--- config.mk ---
export PLATFORM = sky130hd
export DESIGN_NAME = dp4_core
export DESIGN_NICKNAME = d
export VERILOG_FILES = /design/src/rtl/dp4_pkg.sv /design/src/rtl/dp4_regfile.sv /design/src/rtl/dp4_alu.sv /design/src/rtl/dp4_rotator.sv /design/src/rtl/dp4_core.sv
export SDC_FILE = /design/constraint.sdc
export NUM_CORES = 1
export LEC_CHECK = 0
export CORE_MARGIN = 5
export CORE_UTILIZATION = 45
export DETAILED_ROUTE_END_ITERATION = 16
export PLACE_DENSITY = 0.81
export SYNTH_ARGS = -nofsm -noshare
export SYNTH_HDL_FRONTEND = slang
export SYNTH_SLANG_ARGS = --single-unit
--- constraint.sdc ---
create_clock -name clk -period 9.85 [get_ports clk]
set_input_delay 0.985 -clock clk [delete_from_list [all_inputs] [get_ports clk]]
set_output_delay 0.985 -clock clk [all_outputs]
set_load 0.005 [all_outputs]
--- src/rtl/dp4_pkg.sv ---
package dp4_pkg;
  typedef enum logic [2:0] {
    FN_ADD  = 3'd0,
    FN_SUB  = 3'd1,
    FN_AND  = 3'd2,
    FN_OR   = 3'd3,
    FN_XOR  = 3'd4,
    FN_XNOR = 3'd5,
    FN_RSV6 = 3'd6,
    FN_RSV7 = 3'd7
  } alu_func_e;

  typedef enum logic {
    ST_IDLE = 1'b0,
    ST_WB   = 1'b1
  } phase_e;
endpackage

--- src/rtl/dp4_regfile.sv ---
module dp4_regfile #(
  parameter int W     = 4,
  parameter int NREG  = 4,
  parameter int NRD   = 3,
  localparam int AW   = $clog2(NREG)
) (
  input  logic                clk,
  input  logic                rst_n,
  input  logic                we,
  input  logic [AW-1:0]       waddr,
  input  logic [W-1:0]        wdata,
  input  logic [NRD-1:0][AW-1:0] raddr,
  output logic [NRD-1:0][W-1:0]  rdata
);
  logic [NREG-1:0][W-1:0] mem_q;

  // one flop row per register, written only when addressed
  for (genvar r = 0; r < NREG; r++) begin : g_row
    always_ff @(posedge clk) begin
      if (!rst_n)
        mem_q[r] <= '0;
      else if (we && (waddr == AW'(r)))
        mem_q[r] <= wdata;
    end
  end

  // asynchronous read ports
  for (genvar p = 0; p < NRD; p++) begin : g_rd
    assign rdata[p] = mem_q[raddr[p]];
  end
endmodule

--- src/rtl/dp4_alu.sv ---
module dp4_alu
  import dp4_pkg::*;
#(
  parameter int W = 4
) (
  input  logic [W-1:0] a,
  input  logic [W-1:0] b,
  input  logic [2:0]   func,
  output logic [W-1:0] res,
  output logic         cout
);
  alu_func_e fn;
  logic      is_sub, is_logic, force_c, use_carry;
  logic [W-1:0] bb, h, s, g;
  logic [W:0]   c;

  always_comb begin
    fn        = alu_func_e'(func);
    is_sub    = (fn == FN_SUB);
    is_logic  = (fn == FN_AND) || (fn == FN_OR) || (fn == FN_XOR) || (fn == FN_XNOR);
    force_c   = (fn == FN_OR) || (fn == FN_XNOR);
    use_carry = (fn == FN_AND) || (fn == FN_OR);
  end

  assign bb   = is_sub ? ~b : b;
  assign c[0] = is_sub;

  // chain of one-bit adder cells; logic functions cut the chain
  for (genvar k = 0; k < W; k++) begin : g_cell
    logic cin_k;
    assign cin_k    = is_logic ? force_c : c[k];
    assign h[k]     = a[k] ^ bb[k];
    assign s[k]     = h[k] ^ cin_k;
    assign g[k]     = (a[k] & bb[k]) | (h[k] & cin_k);
    assign c[k+1]   = g[k];
  end

  assign res  = use_carry ? g : s;
  assign cout = is_logic ? 1'b0 : c[W];
endmodule

--- src/rtl/dp4_rotator.sv ---
module dp4_rotator #(
  parameter int W = 4
) (
  input  logic [W-1:0] din,
  input  logic [W-1:0] sel,
  output logic [W-1:0] dout,
  output logic         bad_sel
);
  logic [W-1:0][W-1:0] lane;
  logic [W-1:0]        merged;

  assign bad_sel = (sel == '0) || ((sel & (sel - W'(1))) != '0);

  // one lane per rotate amount, enabled by its own control line
  for (genvar k = 0; k < W; k++) begin : g_amt
    logic [2*W-1:0] dbl;
    assign dbl     = {din, din} >> k;
    assign lane[k] = sel[k] ? dbl[W-1:0] : '0;
  end

  always_comb begin
    merged = '0;
    for (int k = 0; k < W; k++) merged |= lane[k];
  end

  assign dout = bad_sel ? din : merged;
endmodule

--- src/rtl/dp4_core.sv ---
module dp4_core
  import dp4_pkg::*;
(
  input  logic       clk,
  input  logic       rst_n,
  input  logic       op_valid,
  output logic       op_ready,
  input  logic [1:0] op_src_a,
  input  logic [1:0] op_src_b,
  input  logic [2:0] op_func,
  input  logic [3:0] op_shift,
  input  logic [1:0] op_dst,
  input  logic       ld_valid,
  output logic       ld_ready,
  input  logic [1:0] ld_addr,
  input  logic [3:0] ld_data,
  input  logic [1:0] rd_addr,
  output logic [3:0] rd_data,
  output logic       busy,
  output logic       carry_out,
  output logic       shift_err
);
  localparam int W    = 4;
  localparam int NREG = 4;
  localparam int AW   = $clog2(NREG);
  localparam int NRD  = 3;

  phase_e        phase_q;
  logic [W-1:0]  acc_q;
  logic          carry_q;
  logic [AW-1:0] dst_q;
  logic [W-1:0]  shc_q;

  logic                  op_take, ld_take, wb;
  logic                  rf_we;
  logic [AW-1:0]         rf_waddr;
  logic [W-1:0]          rf_wdata;
  logic [NRD-1:0][AW-1:0] rf_raddr;
  logic [NRD-1:0][W-1:0]  rf_rdata;
  logic [W-1:0]          alu_res, rot_out;
  logic                  alu_cout, rot_bad;

  assign wb       = (phase_q == ST_WB);
  assign busy     = wb;
  assign op_ready = !wb;
  assign ld_ready = !wb;
  assign op_take  = op_valid && op_ready;
  assign ld_take  = ld_valid && ld_ready;

  assign rf_raddr[0] = op_src_a;
  assign rf_raddr[1] = op_src_b;
  assign rf_raddr[2] = rd_addr;

  // write-back has the write port in its cycle; loads are stalled then
  assign rf_we    = wb || ld_take;
  assign rf_waddr = wb ? dst_q : ld_addr;
  assign rf_wdata = wb ? rot_out : ld_data;

  dp4_regfile #(.W(W), .NREG(NREG), .NRD(NRD)) u_rf (
    .clk   (clk),
    .rst_n (rst_n),
    .we    (rf_we),
    .waddr (rf_waddr),
    .wdata (rf_wdata),
    .raddr (rf_raddr),
    .rdata (rf_rdata)
  );

  dp4_alu #(.W(W)) u_alu (
    .a    (rf_rdata[0]),
    .b    (rf_rdata[1]),
    .func (op_func),
    .res  (alu_res),
    .cout (alu_cout)
  );

  dp4_rotator #(.W(W)) u_rot (
    .din     (acc_q),
    .sel     (shc_q),
    .dout    (rot_out),
    .bad_sel (rot_bad)
  );

  always_ff @(posedge clk) begin
    if (!rst_n) begin
      phase_q <= ST_IDLE;
      acc_q   <= '0;
      carry_q <= 1'b0;
      dst_q   <= '0;
      shc_q   <= '0;
    end else begin
      phase_q <= op_take ? ST_WB : ST_IDLE;
      if (op_take) begin
        acc_q   <= alu_res;
        carry_q <= alu_cout;
        dst_q   <= op_dst;
        shc_q   <= op_shift;
      end
    end
  end

  assign rd_data   = rf_rdata[2];
  assign carry_out = carry_q;
  assign shift_err = wb && rot_bad;
endmodule

# Yosys cells after proc, flatten, opt, wreduce, memory -nomap -nowiden
# Index checks and enable logic that the tools add are counted.
[op_classes] bitwise=25 n_mux=21 add_sub_neg=1 reduce_logical=17 eq_ne=8 magnitude_cmp=3
[op_table] operator="4-bit two-way mux" count=11
[op_table] operator="4-bit binary-select mux with 2-bit select" count=3
[op_table] operator="4-bit bitwise OR" count=3
[op_table] operator="2-bit by 3-bit less-than comparator with 1-bit output (second input constant)" count=3
[op_table] operator="1-bit bitwise AND" count=8
[op_table] operator="1-bit XOR" count=8
[op_table] operator="1-bit logical AND" count=7
[op_table] operator="3-bit by 2-bit == test with 1-bit output (second input constant)" count=2
[op_table] operator="3-bit == test (second input constant)" count=2
[op_table] operator="1-bit logical OR" count=6
[op_table] operator="1-bit two-way mux" count=6
[op_table] operator="4-bit bitwise AND" count=1
[op_table] operator="2-bit == test (second input constant)" count=2
[op_table] operator="4-bit zero test" count=1
[op_table] operator="4-bit NOT" count=1
[op_table] operator="1-bit bitwise OR" count=4
[op_table] operator="4-bit nonzero test" count=1
[op_table] operator="4-bit by 1-bit subtractor with 4-bit output (second input constant)" count=1
[op_table] operator="3-bit by 1-bit == test with 1-bit output (second input constant)" count=1
[op_table] operator="2-bit by 1-bit == test with 1-bit output (second input constant)" count=1
[op_table] operator="2-bit zero test" count=1
[op_table] operator="2-bit two-way mux" count=1
[op_table] operator="1-bit zero test" count=1
[word_totals] reg_bits=28 out_inout_bits=9

# Logic depth before layout (Yosys ltp)
# Gate-level depths: netlist of the first run.
[depth] word_depth=17 mapped_depth=15 ltp_nobuf=15

# By module
# Synthesis of the first run repeated with hierarchy kept, for this count alone.
[unflattened] cells_unflattened=180 area_unflattened_um2=1949.4
[modules_own_cells] module="dp4_regfile" seq_area_each_um2=320.3 cells_each=70 area_each_um2=925.9 n_inst=1
[modules_own_cells] module="dp4_core" seq_area_each_um2=240.2 cells_each=61 area_each_um2=585.6 n_inst=1
[modules_own_cells] module="dp4_alu" seq_area_each_um2=0.0 cells_each=26 area_each_um2=251.5 n_inst=1
[modules_own_cells] module="dp4_rotator" seq_area_each_um2=0.0 cells_each=23 area_each_um2=186.4 n_inst=1

# Worst setup path after synthesis of the first run
# No wires, ideal clock.
[synth_timing] kind="in2reg" from="input port op_src_b[1]" to="register acc_q[3]" n_path_buf=0 cell_stages=13 t_arrival_ns=3.750 slack_ns=5.984 setup_time_ns=0.116 path_cell_list="mux4_2 -> xnor2_1 -> fa_1 -> nand2_1 -> nand2_1 -> fa_1 -> a21boi_0 -> fa_1 -> o21ai_0 -> fa_1 -> mux2i_1 -> nand2_1 -> o211a_1"
[synth_between] elab_chain_len=17
[synth_rtl] element="start: declaration" line="dp4_core.sv:9" source="input logic [1:0] op_src_b,"
[synth_rtl] element="4-bit binary-select mux with 2-bit select (*)" line="dp4_regfile.sv:29" source="assign rdata[p] = mem_q[raddr[p]];"
[synth_rtl] element="4-bit two-way mux (not written as such) (*)" line="dp4_regfile.sv:29"
[synth_rtl] element="4-bit NOT" line="dp4_alu.sv:25" source="assign bb = is_sub ? ~b : b;"
[synth_rtl] element="4-bit two-way mux (*)" line="dp4_alu.sv:25"
[synth_rtl] element="1-bit XOR" line="dp4_alu.sv:32" source="assign h[k] = a[k] ^ bb[k];"
[synth_rtl] element="1-bit bitwise AND" line="dp4_alu.sv:34" source="assign g[k] = (a[k] & bb[k]) | (h[k] & cin_k);"
[synth_rtl] element="1-bit bitwise OR" line="dp4_alu.sv:34"
[synth_rtl] element="1-bit two-way mux" line="dp4_alu.sv:31" source="assign cin_k = is_logic ? force_c : c[k];"
[synth_rtl] element="1-bit bitwise AND" line="dp4_alu.sv:34"
[synth_rtl] element="1-bit bitwise OR" line="dp4_alu.sv:34"
[synth_rtl] element="1-bit two-way mux" line="dp4_alu.sv:31"
[synth_rtl] element="1-bit bitwise AND" line="dp4_alu.sv:34"
[synth_rtl] element="1-bit bitwise OR" line="dp4_alu.sv:34"
[synth_rtl] element="1-bit two-way mux" line="dp4_alu.sv:31"
[synth_rtl] element="1-bit bitwise AND" line="dp4_alu.sv:34"
[synth_rtl] element="1-bit bitwise OR" line="dp4_alu.sv:34"
[synth_rtl] element="4-bit two-way mux (*)" line="dp4_alu.sv:38" source="assign res = use_carry ? g : s;"
[synth_rtl] element="end signal: assignment" line="dp4_core.sv:94" source="acc_q <= alu_res;"
[synth_rtl] element="end: declaration" line="dp4_core.sv:29" source="logic [W-1:0] acc_q;"
# Mark *: on every way between the ends. The rest lies on a longest branch, timed or not. The select of a mux whose other input is x is not followed.
# A chain may end at the register's enable or synchronous reset.

# Worst setup path after layout of the first run
# Ends and elaborated chain as after synthesis.

==> results of run 1 <==
[logic make-up after synthesis]
kind of cell | after synthesis | synth area share, %
fa+ha+maj | 5 | 5.17
xor+xnor | 6 | 2.93
mux | 20 | 19.6
flops | 28 | 31.3
simple gates | 46 | 13.1
buf+inv | 16 | 4.33
compound gates | 64 | 23.6
[layout make-up]
class,count,area share (%)
Tap cell,50,2.87
Multi-Input combinational cell,141,53.0
Sequential cell,28,25.7
Timing Repair Buffer,33,15.2
Inverter,4,0.690
Clock buffer,4,2.53
[sequential cells by signal (all words and copies together) (netlist names)]
name and count:
busy 1, acc_q 4, dst_q 2, u_rf.mem_q 16, carry_out 1, shc_q 4
[final timing paths]
kind / startpoint / to
max reg2reg: u_rf.mem_q[12] / acc_q[3]
min reg2reg: carry_out / carry_out
min: carry_out / carry_out
max: op_src_b[1] / acc_q[3]
[cells in the final DEF, fill, tap and decap left out]
cell	n
a211oi_4	1
a21boi_0	9
a21oi_1	4
a22oi_1	8
a31oi_1	16
and2_1	6
clkbuf_8	4
clkdlybuf4s50_1	33
dfxtp_1	28
fa_1	4
ha_1	1
inv_1	4
mux2i_1	8
mux4_2	12
nand2_1	27
nand3_1	4
nand3b_1	3
nor2_1	2
nor2b_1	1
nor4b_2	2
o211a_1	4
o21ai_0	18
o21ai_1	2
o31ai_1	2
or4b_1	1
xnor2_1	3
xor2_1	3
[layer usage]
metal,up-vias,GRT usage [%]
met5,-,0
met4,0,5.53
met3,9,1.93
met2,57,25.0
met1,744,22.1
li1,751,-
[critical path: cells and delay by family]
family / cells / cell delay (ns)
adders and majority gates: 4 / 1.48
buffers and inverters: 1 / 0.58
muxes: 2 / 0.67
and+or+nand+nor: 3 / 0.20
AOI/OAI and AO/OA: 3 / 0.49
xor gates and xnor gates: 1 / 0.16
[stage by stage]
stage | worst slack [ns] | instance area, um2 | hold WS (ns) | power (mW)
2_1_floorplan | 5.98 | 1790 | 0.457 | 0.176
3_5_place_dp | 5.17 | 2120 | 0.464 | 0.203
3_3_place_gp | 5.25 | 2120 | 0.457 | 0.201
5_1_grt | 5.29 | 2180 | 0.511 | 0.286
4_1_cts | 5.45 | 2180 | 0.477 | 0.273
6_report | 5.45 | 2180 | 0.475 | 0.271
[power groups by stage]
stage	combinational (mW)	sequential (mW)	clock [mW]
finish	0.0681	0.133	0.0706
global route	0.0757	0.134	0.0764
CTS	0.0689	0.132	0.0722
detailed placement	0.0683	0.135	0
global placement	0.0670	0.134	0
floorplan	0.0465	0.129	0
==> out/qor.csv, run 1 <==
metric;value;unit
R2R setup slack;6.44;ns
syn nets;215;
Slew @ Worst Pin;0.940;ns
Max Cap Viol;0;
Final setup viols;0;
Highest Signal Layer;met4;
syn_area_per_cell;9.68;um2
ranking of synthesized cells by area;dfxtp_1 (31%), mux4_2 (15%), nand2_1 (5.7%);
post-route ant nets;0;
met3 WL;274;um
Slew Limit Fails;0;
Internal;0.194;mW
Post-Route WL;4080;um
1st-iter DRT viols;110;
fin crit share;44.7;%
Core Footprint;3940;um2
TritonCTS Buffers;3;
Synth Warn #;0;
PostCTS Resize Cnt;0;
Post-CTS Hold Fix Bufs;0;
TritonRoute pass-1 iters;4;
Crit-path slowest cell;clkdlybuf4s50_1;
post-DP HPWL;3090;um
RD Place Congestion;0.807;
first-pass GRT wire length;6730;um
Power Dens Cells;125;nW/um2
final setup TNS;0;ns
count leader, synth;dfxtp_1;
Initial Util;45.4;%
met2 WL post-DR;1930;um
antenna violations before repair;0;
fraction of registers with async set/reset;0;%
post-synth top area share;31.3;%
die area;5340;um2
CTS clk-pin slew, worst paths;0.09;ns
most frequent cells after synthesis;dfxtp_1 (28), nand2_1 (27), o21ai_0 (18);
gr usage total;15.8;%
Synth area leader;dfxtp_1;
Die Ht;73.1;um
maximum vdd drop;0.0800;mV
Synth Cell Area;1790;um2
multi-input gate area in the final layout;1150;um2
Top Ports;34;
Pleak;0.804;nW
CP arrival;4.57;ns
switching power;0.0768;mW
logic gate share of total power;25.1;%
largest net degree at the start of global routing;29;
CTS sink count;28;
unrepaired setup endpoints after global routing;false;
status;finished clean;
Clk pwr share;26.0;%
Inst Count DP;256;
Slew HR;37.2;%
number of fill cells;355;
area growth from synthesis to layout;21.5;%
CP Data Required Time;10.02;ns
Hold Fails Final Rpt;0;
gr ovfl total;0;
Storage cell area;561;um2
Vias;1561;
vias in the first global route;1435;
Crit. End Element;flop;
Post-Layout Cell Count;260;
post-CTS setup buffer count;0;
H-tree levels;1;
Cell variety after synth;30;
clk_lat worst skew;0.27;ns
sequential area share after synthesis;31.3;%
Clock Tree Buf Depth;2;
met1 wire length;1800;um
Final Util;55.2;%
CP startpoint kind;input pin;
Max Fclk;227;MHz
hold depth;2;
fin crit period;4.40;ns
Post-synth EDFFs;0;
fin nets;241;
Setup Crit Path Kind;input pin to flop;
WL/cell;15.7;um
slowest cell delay on critical path;0.58;ns
diode count;0;
DRC Markers;0;
Sw Share;28.3;%
Vias per Instance;6.00;
maximum fanout along the worst path;4;
most used flip-flop cell after synthesis;dfxtp_1;
Root Driver;clkbuf_8;
crit-path cells;clkdlybuf4s50_1 > mux4_2 > xnor2_1 > fa_1 > nand2_1 > nand2_1 > fa_1 > a21boi_0 > fa_1 > o21ai_0 > fa_1 > mux2i_1 > nand2_1 > o211a_1;
reg2reg path depth;13;
ratio of cells with drive above 1 in the final layout;9.05;%
FP Rows;23;
synthesized flop and latch total;28;
Port Buffers;33;
Syn Inst Count;185;
most used cell, CP;fa_1;
CTS tree;built;
clk_skew;0.00492;ns
Min-Delay Path Class;flop to flop;
die width;73.1;um
Flop pwr share;48.9;%
Note: power is estimated with default switching activity, not from simulation.
==> run 2: changes to the inputs <==
--- a/config.mk
+++ b/config.mk
@@ -8,7 +8,7 @@
 export CORE_MARGIN = 5
 export CORE_UTILIZATION = 45
 export DETAILED_ROUTE_END_ITERATION = 16
-export PLACE_DENSITY = 0.81
+export PLACE_DENSITY = 0.83
 export SYNTH_ARGS = -nofsm -noshare
 export SYNTH_HDL_FRONTEND = slang
 export SYNTH_SLANG_ARGS = --single-unit
==> constraint.sdc (replaced) <==
create_clock -name clk -period 3.8 [get_ports clk]
set_input_delay 0.38 -clock clk [delete_from_list [all_inputs] [get_ports clk]]
set_output_delay 0.38 -clock clk [all_outputs]
set_load 0.005 [all_outputs]
==> out/qor.csv, run 2 (synthesized netlist as in run 1, its figures left out) <==
metric;value;unit;change
unrepaired setup endpoints after global routing;false;;
largest net degree at the start of global routing;29;;unchanged
total power draw;0.710;mW;+160%
1st-iter DRT viols;57;;-48%
RD Place Congestion;0.813;;+0.78%
most frequent cells in the layout;clkdlybuf4s50_1 (33), dfxtp_1 (28), nand2_1 (27), o21ai_0 (18), a31oi_1 (16);;
TritonCTS Buffers;3;;unchanged
Final Cell Area;2250;um2;+3.2%
Pleak;0.841;nW;+4.6%
fin crit share;94.9;%;
Internal;0.510;mW;+160%
status;finished clean;;
vias in the first global route;1475;;+2.8%
Core Footprint;3940;um2;unchanged
maximum fanout along the worst path;2;;-2
Setup Crit Path Kind;input pin to flop;;
antenna violations before repair;0;;unchanged
max FFs per register;16;;unchanged
CP arrival;3.77;ns;-0.80 ns
DP Area;2180;um2;+2.8%
commonest non-fill, non-tap cell in the layout;clkdlybuf4s50_1;;
Clock Tree Buf Depth;2;;unchanged
Storage cell area;561;um2;unchanged
fin crit period;3.61;ns;
CP startpoint kind;input pin;;
Vias per Instance;5.91;;-1.6%
clk_lat worst skew;0.27;ns;about the same
CTS sink count;28;;unchanged
first-pass GRT wire length;6600;um;-1.9%
Sw Share;28.1;%;-0.24 points
switching power;0.199;mW;+160%
gr ovfl total;0;;unchanged
Vias;1584;;+1.5%
post-route ant nets;0;;unchanged
Clk pwr share;25.4;%;-0.6 points
gr usage total;15.3;%;-0.51 points
Max Cap Viol;0;;unchanged
Place WS;-0.206;ns;-5.37 ns
Final setup viols;0;;unchanged
Crit. End Element;flop;;
ratio of cells with drive above 1 in the final layout;13.8;%;+4.7 points
Slew @ Worst Pin;0.925;ns;-0.0151 ns
Final Util;57.0;%;+1.7 points
H-tree levels;1;;unchanged
diode count;0;;unchanged
Slew HR;38.2;%;+1.0 points
CTS tree;built;;
post-DP HPWL;3250;um;+5.0%
WL/cell;15.6;um;-0.46%
Power Dens Cells;316;nW/um2;+150%
multi-input gate area in the final layout;1160;um2;+0.76%
Max Fclk;277;MHz;
top flop regs;u_rf.mem_q (16), acc_q (4), shc_q (4);;
area growth from synthesis to layout;25.3;%;
Port Buffers;33;;unchanged
number of fill cells;355;;unchanged
Inst Count DP;264;;+3.1%
Min-Delay Path Class;flop to flop;;
DRC Markers;0;;unchanged
maximum vdd drop;0.258;mV;+220%
Post-Layout Cell Count;268;;+3.1%
clk_skew;0.00283;ns;-0.00210 ns
FP Rows;23;;unchanged
die width;73.1;um;unchanged
CTS clk-pin slew, worst paths;0.09;ns;about the same
Die Ht;73.1;um;unchanged
Root Driver;clkbuf_8;;
Hold Fails Final Rpt;0;;unchanged
CP Data Required Time;3.97;ns;-6.05 ns
Worst Setup Slack, final;0.193;ns;-5.25 ns
Slew Limit Fails;0;;unchanged
Most flops, register;u_rf.mem_q;;
logic gate share of total power;26.2;%;+1.1 points
final hold slack;0.476;ns;+0.000200 ns
die area;5340;um2;unchanged
Top Ports;34;;unchanged
final setup TNS;0;ns;unchanged
fin nets;249;;+3.3%
Post-Route WL;4180;um;+2.6%
TritonRoute pass-1 iters;4;;unchanged
Flop pwr share;48.4;%;-0.5 points
Post-CTS Hold Fix Bufs;0;;unchanged
Initial Util;45.4;%;unchanged
run 2: cell types whose count changed in the layout (fill, tap and decap cells not counted):
| cell | change |
|---|---|
| buf_4 | +8 |
| fa_1 | -2 |
| fa_2 | +2 |
| a21boi_0 | -1 |
| a21boi_2 | +1 |
run 2: critical path, cell delays in order:
cell and delay (ns):
clkdlybuf4s50_1 0.50, mux4_2 0.51, xnor2_1 0.15, fa_1 0.41, nand2_1 0.08, nand2_1 0.06
fa_2 0.35, a21boi_2 0.17, fa_2 0.22, o21ai_0 0.11, fa_1 0.44, mux2i_1 0.14
nand2_1 0.08, o211a_1 0.17
run 2: path summary, 6_finish.rpt:
check	startpoint	to	slack, ns	depth (start not counted)
min	carry_out	carry_out	0.48	2
min reg2reg	carry_out	carry_out	0.48	2
max reg2reg	u_rf.mem_q[12]	acc_q[3]	0.46	13
max	op_src_b[1]	acc_q[3]	0.19	14
run 2: routing by layer:
| metal | track usage, % | vias to the layer above | wire length, um |
|---|---|---|---|
| li1 | - | 763 | - |
| met1 | 19.9 | 774 | 1840 |
| met2 | 27.3 | 43 | 2130 |
| met3 | 1.93 | 4 | 178 |
| met4 | 2.46 | 0 | 27 |
| met5 | 0 | - | 0 |
run 2: power groups by stage:
stage               combinational, mW  sequential, mW  clock (mW)
floorplan                       0.120           0.334           0
global placement                0.180           0.348           0
detailed placement              0.184           0.349           0
CTS                             0.185           0.342       0.181
global route                    0.204           0.347       0.196
finish                          0.186           0.343       0.181
run 2: area by class of cell:
cell class | count | share of cell area, %
Multi-Input combinational cell | 141 | 51.8
Sequential cell | 28 | 25.0
Timing Repair Buffer | 41 | 17.4
Tap cell | 50 | 2.79
Clock buffer | 4 | 2.45
Inverter | 4 | 0.669
run 2: what timing repair did:
item	CTS	global route
resized for setup	0	4
endpoints found under the setup margin	0	1
setup buffers	0	0
